$ cat src/rtl/lcd_pos_pkg.sv
package lcd_pos_pkg;

    typedef enum logic [1:0] {
        WID_16  = 2'd0,
        WID_20  = 2'd1,
        WID_40  = 2'd2,
        WID_RSV = 2'd3
    } row_width_e;

    localparam int unsigned DISP_AW       = 7;
    localparam logic [6:0]  LINE_B_BASE   = 7'h40;
    localparam logic [6:0]  NARROW_SHIFT  = 7'h14;
    localparam logic [7:0]  SET_ADDR_OP   = 8'h80;

    function automatic logic [6:0] cols_of(input row_width_e w);
        unique case (w)
            WID_16:  cols_of = 7'd16;
            WID_20:  cols_of = 7'd20;
            WID_40:  cols_of = 7'd40;
            default: cols_of = 7'd0;
        endcase
    endfunction

endpackage

$ cat src/rtl/lcd_addr_map.sv
module lcd_addr_map
    import lcd_pos_pkg::*;
#(
    parameter int unsigned ROW_W = 3,
    parameter int unsigned COL_W = 6
) (
    input  logic [ROW_W-1:0]   row,
    input  logic [COL_W-1:0]   col,
    input  logic [1:0]         wsel,
    output logic               pos_ok,
    output logic [DISP_AW-1:0] addr,
    output logic               ctl_sel
);
    localparam int unsigned EXT_W = (COL_W > DISP_AW) ? COL_W : DISP_AW;

    row_width_e          wmode;
    logic [EXT_W-1:0]    col_ext;
    logic [EXT_W-1:0]    lim_ext;
    logic                row_ok;
    logic [DISP_AW-1:0]  base;

    assign wmode   = row_width_e'(wsel);
    assign col_ext = EXT_W'(col);
    assign lim_ext = EXT_W'(cols_of(wmode));

    generate
        if (ROW_W > 2) begin : g_row_hi
            assign row_ok = (row[ROW_W-1:2] == '0);
        end else begin : g_row_fit
            assign row_ok = 1'b1;
        end
    endgenerate

    always_comb begin
        base    = row[0] ? LINE_B_BASE : '0;
        ctl_sel = 1'b0;
        if (wmode == WID_40) begin
            ctl_sel = row[1];
        end else if (row[1]) begin
            base = base + NARROW_SHIFT;
        end
        addr   = base + DISP_AW'(col);
        pos_ok = row_ok && (wmode != WID_RSV) && (col_ext < lim_ext);
    end

endmodule

$ cat src/rtl/lcd_bus_engine.sv
module lcd_bus_engine #(
    parameter int unsigned E_HIGH_CLKS = 3
) (
    input  logic       clk,
    input  logic       rst_n,
    input  logic       start,
    input  logic       cmd_rs,
    input  logic       cmd_rw,
    input  logic [7:0] cmd_data,
    input  logic       cmd_ctl,
    output logic       done,
    output logic [7:0] rd_data,
    output logic       bus_rs,
    output logic       bus_rw,
    output logic       bus_e0,
    output logic       bus_e1,
    output logic [7:0] bus_dout,
    output logic       bus_doe,
    input  logic [7:0] bus_din
);
    localparam int unsigned CW = (E_HIGH_CLKS < 2) ? 1 : $clog2(E_HIGH_CLKS + 1);

    typedef enum logic [1:0] {
        BUS_IDLE,
        BUS_SETUP,
        BUS_PULSE,
        BUS_HOLD
    } bus_st_e;

    bus_st_e       st, nx;
    logic [CW-1:0] cnt;
    logic          rs_q, rw_q, ctl_q;
    logic [7:0]    data_q, rd_q;

    always_comb begin
        nx = st;
        unique case (st)
            BUS_IDLE:  if (start) nx = BUS_SETUP;
            BUS_SETUP: nx = BUS_PULSE;
            BUS_PULSE: if (cnt == '0) nx = BUS_HOLD;
            BUS_HOLD:  nx = BUS_IDLE;
            default:   nx = BUS_IDLE;
        endcase
    end

    always_ff @(posedge clk or negedge rst_n) begin
        if (!rst_n) st <= BUS_IDLE;
        else        st <= nx;
    end

    always_ff @(posedge clk or negedge rst_n) begin
        if (!rst_n) begin
            rs_q   <= 1'b0;
            rw_q   <= 1'b0;
            ctl_q  <= 1'b0;
            data_q <= '0;
            rd_q   <= '0;
            cnt    <= '0;
        end else begin
            if (st == BUS_IDLE && start) begin
                rs_q   <= cmd_rs;
                rw_q   <= cmd_rw;
                ctl_q  <= cmd_ctl;
                data_q <= cmd_data;
            end
            if (st == BUS_SETUP) cnt <= CW'(E_HIGH_CLKS - 1);
            if (st == BUS_PULSE) begin
                if (cnt != '0) cnt <= cnt - 1'b1;
                else           rd_q <= bus_din;
            end
        end
    end

    always_comb begin
        bus_rs   = rs_q;
        bus_rw   = rw_q;
        bus_dout = data_q;
        bus_doe  = (st != BUS_IDLE) && !rw_q;
        bus_e0   = (st == BUS_PULSE) && !ctl_q;
        bus_e1   = (st == BUS_PULSE) && ctl_q;
        done     = (st == BUS_HOLD);
        rd_data  = rd_q;
    end

    logic          e_any;
    logic [CW:0]   hi_cnt;
    assign e_any = bus_e0 | bus_e1;

    always_ff @(posedge clk or negedge rst_n) begin
        if (!rst_n)     hi_cnt <= '0;
        else if (e_any) hi_cnt <= hi_cnt + 1'b1;
        else            hi_cnt <= '0;
    end

    a_r2_one_enable: assert property (@(posedge clk) disable iff (!rst_n)
        !(bus_e0 && bus_e1));

    a_r6_setup_before_e: assert property (@(posedge clk) disable iff (!rst_n)
        $rose(e_any) |-> ($stable(bus_rs) && $stable(bus_rw) && $stable(bus_dout)));

    a_r6_hold_after_e: assert property (@(posedge clk) disable iff (!rst_n)
        $fell(e_any) |-> ($stable(bus_rs) && $stable(bus_rw) && $stable(bus_dout)
                          && (bus_doe == !bus_rw)));

    a_r6_pulse_len: assert property (@(posedge clk) disable iff (!rst_n)
        $fell(e_any) |-> (hi_cnt == (CW+1)'(E_HIGH_CLKS)));

endmodule

$ cat src/rtl/lcd_pos_writer.sv
module lcd_pos_writer
    import lcd_pos_pkg::*;
#(
    parameter int unsigned ROW_W       = 3,
    parameter int unsigned COL_W       = 6,
    parameter int unsigned E_HIGH_CLKS = 3
) (
    input  logic             clk,
    input  logic             rst_n,
    input  logic             req_valid,
    output logic             req_ready,
    input  logic [ROW_W-1:0] req_row,
    input  logic [COL_W-1:0] req_col,
    input  logic [7:0]       req_char,
    input  logic [1:0]       width_sel,
    output logic             req_err,
    output logic             op_done,
    output logic             lcd_rs,
    output logic             lcd_rw,
    output logic             lcd_en0,
    output logic             lcd_en1,
    output logic [7:0]       lcd_dout,
    output logic             lcd_doe,
    input  logic [7:0]       lcd_din
);
    typedef enum logic [2:0] {
        S_IDLE,
        S_SET_ADDR,
        S_POLL_ADDR,
        S_PUT_CHAR,
        S_POLL_CHAR,
        S_FINISH
    } seq_st_e;

    seq_st_e            st, nx;
    logic               launched, err_q, accept;
    logic [DISP_AW-1:0] addr_q;
    logic [7:0]         char_q;
    logic               ctl_q;

    logic               map_ok, map_ctl;
    logic [DISP_AW-1:0] map_addr;

    logic               eng_start, eng_done, eng_rs, eng_rw;
    logic [7:0]         eng_data, eng_rd;
    logic               busy_bit, unused_ac;

    lcd_addr_map #(.ROW_W(ROW_W), .COL_W(COL_W)) u_map (
        .row     (req_row),
        .col     (req_col),
        .wsel    (width_sel),
        .pos_ok  (map_ok),
        .addr    (map_addr),
        .ctl_sel (map_ctl)
    );

    lcd_bus_engine #(.E_HIGH_CLKS(E_HIGH_CLKS)) u_bus (
        .clk      (clk),
        .rst_n    (rst_n),
        .start    (eng_start),
        .cmd_rs   (eng_rs),
        .cmd_rw   (eng_rw),
        .cmd_data (eng_data),
        .cmd_ctl  (ctl_q),
        .done     (eng_done),
        .rd_data  (eng_rd),
        .bus_rs   (lcd_rs),
        .bus_rw   (lcd_rw),
        .bus_e0   (lcd_en0),
        .bus_e1   (lcd_en1),
        .bus_dout (lcd_dout),
        .bus_doe  (lcd_doe),
        .bus_din  (lcd_din)
    );

    assign busy_bit  = eng_rd[7];
    assign unused_ac = ^eng_rd[6:0];
    assign accept    = req_valid && req_ready;

    always_comb begin
        nx = st;
        unique case (st)
            S_IDLE:      if (accept && map_ok) nx = S_SET_ADDR;
            S_SET_ADDR:  if (eng_done) nx = S_POLL_ADDR;
            S_POLL_ADDR: if (eng_done && !busy_bit) nx = S_PUT_CHAR;
            S_PUT_CHAR:  if (eng_done) nx = S_POLL_CHAR;
            S_POLL_CHAR: if (eng_done && !busy_bit) nx = S_FINISH;
            S_FINISH:    nx = S_IDLE;
            default:     nx = S_IDLE;
        endcase
    end

    always_ff @(posedge clk or negedge rst_n) begin
        if (!rst_n) st <= S_IDLE;
        else        st <= nx;
    end

    always_ff @(posedge clk or negedge rst_n) begin
        if (!rst_n) begin
            launched <= 1'b0;
            err_q    <= 1'b0;
            addr_q   <= '0;
            char_q   <= '0;
            ctl_q    <= 1'b0;
        end else begin
            err_q <= accept && !map_ok;
            if (accept && map_ok) begin
                addr_q <= map_addr;
                char_q <= req_char;
                ctl_q  <= map_ctl;
            end
            if (eng_done)       launched <= 1'b0;
            else if (eng_start) launched <= 1'b1;
        end
    end

    always_comb begin
        req_ready = 1'b0;
        op_done   = 1'b0;
        eng_start = 1'b0;
        eng_rs    = 1'b0;
        eng_rw    = 1'b0;
        eng_data  = '0;
        unique case (st)
            S_IDLE:      req_ready = 1'b1;
            S_SET_ADDR: begin
                eng_start = !launched;
                eng_data  = SET_ADDR_OP | {1'b0, addr_q};
            end
            S_POLL_ADDR, S_POLL_CHAR: begin
                eng_start = !launched;
                eng_rw    = 1'b1;
            end
            S_PUT_CHAR: begin
                eng_start = !launched;
                eng_rs    = 1'b1;
                eng_data  = char_q;
            end
            S_FINISH:    op_done = 1'b1;
            default:     req_ready = 1'b0;
        endcase
        req_err = err_q;
    end

    logic e_any;
    assign e_any = lcd_en0 | lcd_en1;

    a_r8_ready_quiet: assert property (@(posedge clk) disable iff (!rst_n)
        req_ready |-> !e_any);

    a_r8_done_single: assert property (@(posedge clk) disable iff (!rst_n)
        op_done |=> !op_done);

    a_r7_reject_quiet: assert property (@(posedge clk) disable iff (!rst_n)
        req_err |-> (req_ready && !e_any && !op_done));

    a_r3_addr_instr: assert property (@(posedge clk) disable iff (!rst_n)
        (st == S_SET_ADDR && e_any) |-> (!lcd_rs && !lcd_rw && lcd_dout[7] && lcd_doe));

    a_r4_poll_read: assert property (@(posedge clk) disable iff (!rst_n)
        ((st == S_POLL_ADDR || st == S_POLL_CHAR) && e_any) |-> (!lcd_rs && lcd_rw && !lcd_doe));

    a_r5_char_write: assert property (@(posedge clk) disable iff (!rst_n)
        (st == S_PUT_CHAR && e_any) |-> (lcd_rs && !lcd_rw && lcd_doe));

    a_r4_char_after_idle: assert property (@(posedge clk) disable iff (!rst_n)
        (st == S_PUT_CHAR && $past(st) == S_POLL_ADDR) |-> !busy_bit);

endmodule

$ cat config.mk
export PLATFORM = sky130hd
export DESIGN_NAME = lcd_pos_writer
export DESIGN_NICKNAME = d
export VERILOG_FILES = /design/src/rtl/lcd_pos_pkg.sv /design/src/rtl/lcd_addr_map.sv /design/src/rtl/lcd_bus_engine.sv /design/src/rtl/lcd_pos_writer.sv
export SDC_FILE = /design/constraint.sdc
export NUM_CORES = 1
export LEC_CHECK = 0
export BUFFER_PORTS_ARGS = -buffer_cell sky130_fd_sc_hd__buf_4
export CORE_MARGIN = 1.5
export CORE_UTILIZATION = 45
export CTS_BUF_LIST = sky130_fd_sc_hd__clkbuf_4 sky130_fd_sc_hd__clkbuf_8
export CTS_CLUSTER_SIZE = 40
export DETAILED_ROUTE_END_ITERATION = 6
export PLACE_DENSITY = 0.69
export SYNTH_ARGS = -nofsm -noshare
export SYNTH_HDL_FRONTEND = slang
export SYNTH_SLANG_ARGS = --single-unit
$ cat constraint.sdc
create_clock -name clk -period 2.15 [get_ports clk]
set_input_delay 0.43 -clock clk [delete_from_list [all_inputs] [get_ports clk]]
set_output_delay 0.43 -clock clk [all_outputs]
set_load 0.01 [all_outputs]
==> impl_metrics.env <==
export IMPL_status="finished, final reports clean"
export IMPL_synth_fp_nets=199
export IMPL_portBuffers=38
export IMPL_relSlewSlack=0.691
export IMPL_finalNetCount=242
export IMPL_area_growth_pct=22.8
export IMPL_synthTopCellsByArea="dfrtp_1 (49%), mux2_4 (7.1%), ha_1 (6.6%)"
export IMPL_placed_area_um2=2260
export IMPL_drc=0
export IMPL_p_leak_nw=1.21
export IMPL_wl_per_cell_um=13.8
export IMPL_post_cts_buffers=0
export IMPL_dieHeight_um=68.1
export IMPL_setup_worst_path_class="input port to register"
export IMPL_period_minus_slack_ns=1.90
export IMPL_worstMarginPinSlew_ns=0.464
export IMPL_cp_start_kind="input port"
export IMPL_irDropWorstVdd_v=0.000318
export IMPL_syn_mean_instance_area_um2=12.0
export IMPL_crit_fanout=17
export IMPL_vias_per_cell=5.25
export IMPL_clkTransAtPathRegs_ns=0.07
export IMPL_yosysMostFrequentCell="dfrtp_1"
export IMPL_skew_ns=0.00687
export IMPL_yosysWarningCount=0
export IMPL_ys_ff_latch=37
export IMPL_grt_pass1_vias=1404
export IMPL_synthArstFlopShare=1.00
export IMPL_drive_gt1_frac=0.379
export IMPL_finalHoldViolations=0
export IMPL_fin_setup_tns_ns=0
export IMPL_cp_required_ns=2.32
export IMPL_ys_seq_area_frac=0.486
export IMPL_start_util=0.473
export IMPL_maxCapViolCount=0
export IMPL_dr_pass1_iters=4
export IMPL_place_gp_congestion=0.806
export IMPL_min_period_over_period=0.886
export IMPL_synthFlopType="dfrtp_1"
export IMPL_power_density_nw_per_um2=541
export IMPL_netlist_area_um2=1910
export IMPL_dp_hpwl_um=2580
export IMPL_setup_viol=0
export IMPL_final_util=0.581
export IMPL_grt_max_degree=38
export IMPL_postRouteWirelength_um=3490
export IMPL_final_area_um2=2340
export IMPL_place_ws_ns=-0.0675
export IMPL_clock_sinks=37
export IMPL_clockBufferDepth=2
export IMPL_cts_root_buf="clkbuf_8"
export IMPL_die_w_um=68.1
export IMPL_crit_path_end_kind="register"
export IMPL_slew_violations=0
export IMPL_grt_util_all_layers=0.182
export IMPL_grt_pass1_wl_um=6270
export IMPL_rsz0062_at_grt="no"
export IMPL_cp_arrival_ns=2.08
export IMPL_synth_largest_area_cell="dfrtp_1"
export IMPL_die_area_um2=4640
export IMPL_rows=23
export IMPL_grt_overflow=0
export IMPL_postLayoutSetupSlackWorst_ns=0.246
export IMPL_hold_class="input port to asynchronous set/reset pin"
export IMPL_fmax_ghz=0.525
export IMPL_vias=1328
export IMPL_n_antenna_cell=0
export IMPL_holdBufCountCts=0
export IMPL_fillers=349
export IMPL_cts_made_buffers=5
export IMPL_ys_types=34
export IMPL_cts_repair_resized=0
export IMPL_syn_inst=159
export IMPL_clk_latency_ns=0.29
export IMPL_total_power_mw=1.27
export IMPL_core_um2=4030
export IMPL_synth_edf_count=0
export IMPL_yosys_top_cells_count="dfrtp_1 (37), nand2_1 (15), o31ai_1 (11)"
export IMPL_first_iter_violations=101
export IMPL_cts_tree="done"
export IMPL_ant_nets=0
export IMPL_synth_top_cell_area_share=0.486
export IMPL_ios=46
export IMPL_cts_htree_levels=2
export IMPL_antenna_found_initial=0
-- through the flow --
step / hold slack, ns / instances
final: 0.0915 / 253
after global routing: 0.122 / 253
after CTS: 0.103 / 253
after detailed placement: 0.416 / 245
after global placement: 0.408 / 245
after floorplan: 0.134 / 159
-- cells by family (layout without fill, tap and decap cells) --
| kind of cell | after synthesis | in the layout | synth area share |
|---|---|---|---|
| buffers and inverters | 13 | 57 | 0.0420 |
| AOI/OAI and AO/OA | 27 | 27 | 0.104 |
| and+or+nand+nor | 40 | 40 | 0.109 |
| adders and majority gates | 10 | 10 | 0.0656 |
| xor gates and xnor gates | 6 | 6 | 0.0276 |
| DFF | 37 | 37 | 0.486 |
| muxes | 26 | 26 | 0.167 |
-- flip-flops by register name (all words and copies together), names as in the netlist, 2 cells and up --
register	count
addr_q	7
char_q	8
st	3
u_bus.bus_dout	8
u_bus.cnt	2
u_bus.st	2
-- final timing paths --
check	from	end	slack, ns	cells after the start
max	width_sel[0]	char_q[2]	0.25	8
min	rst_n	char_q[6]	0.09	1
max reg2reg	st[2]	char_q[2]	0.45	5
min reg2reg	u_bus.bus_dout[0]	u_bus.bus_dout[0]	0.48	2
max in group asynchronous	rst_n	u_bus.bus_rw	1.73	1
min in group clk	req_char[1]	char_q[1]	0.36	2
-- cell usage in the layout, fill, tap and decap left out, drive strengths merged --
master and count:
buf 44, dfrtp 37, mux2 19, nand2 15, o31ai 11, ha 10, nor2 9, mux2i 7
o21ai 5, clkbuf 5, inv 4, a21oi 4, xnor2 4, nand2b 3, clkinv 3, and2 2
nor2b 2, xor2 2, a211oi 2, and3 2, nand3b 2, nor3b 2, or3 1, nand4b 1
or2b 1, o2111ai 1, o22ai 1, o22a 1, a21o 1, a31oi 1, clkinvlp 1
-- worst max-delay path, cell delays in order --
cell       delay (ns)
buf_4            0.12
nand2b_1         0.19
ha_1             0.30
a211oi_1         0.24
buf_4            0.17
o2111ai_4        0.13
buf_12           0.18
mux2_4           0.30
-- power breakdown --
part	switching, mW	internal [mW]
Combinational	0.0472	0.0508
Clock	0.244	0.223
Sequential	0.00333	0.699
-- routing by layer --
metal / track usage / up-vias / wire, µm / share of wire
met4: 0.0525 / 0 / 27 / 0.0077
met2: 0.324 / 27 / 1830 / 0.52
li1: - / 640 / - / -
met3: 0.0461 / 2 / 148 / 0.042
met1: 0.217 / 659 / 1490 / 0.43
met5: 0 / - / 0 / 0
-- area by class of cell --
class / count / area [µm²] / share of cell area
timing repair buffer: 44 / 343 / 0.146
sequential: 37 / 926 / 0.395
tap: 50 / 62.6 / 0.0267
multi-input combinational: 109 / 901 / 0.385
inverter: 5 / 23.8 / 0.0101
clock inverter: 3 / 17.5 / 0.00748
clock buffer: 5 / 68.8 / 0.0294
No activity file was read; power rests on OpenSTA's default activity.
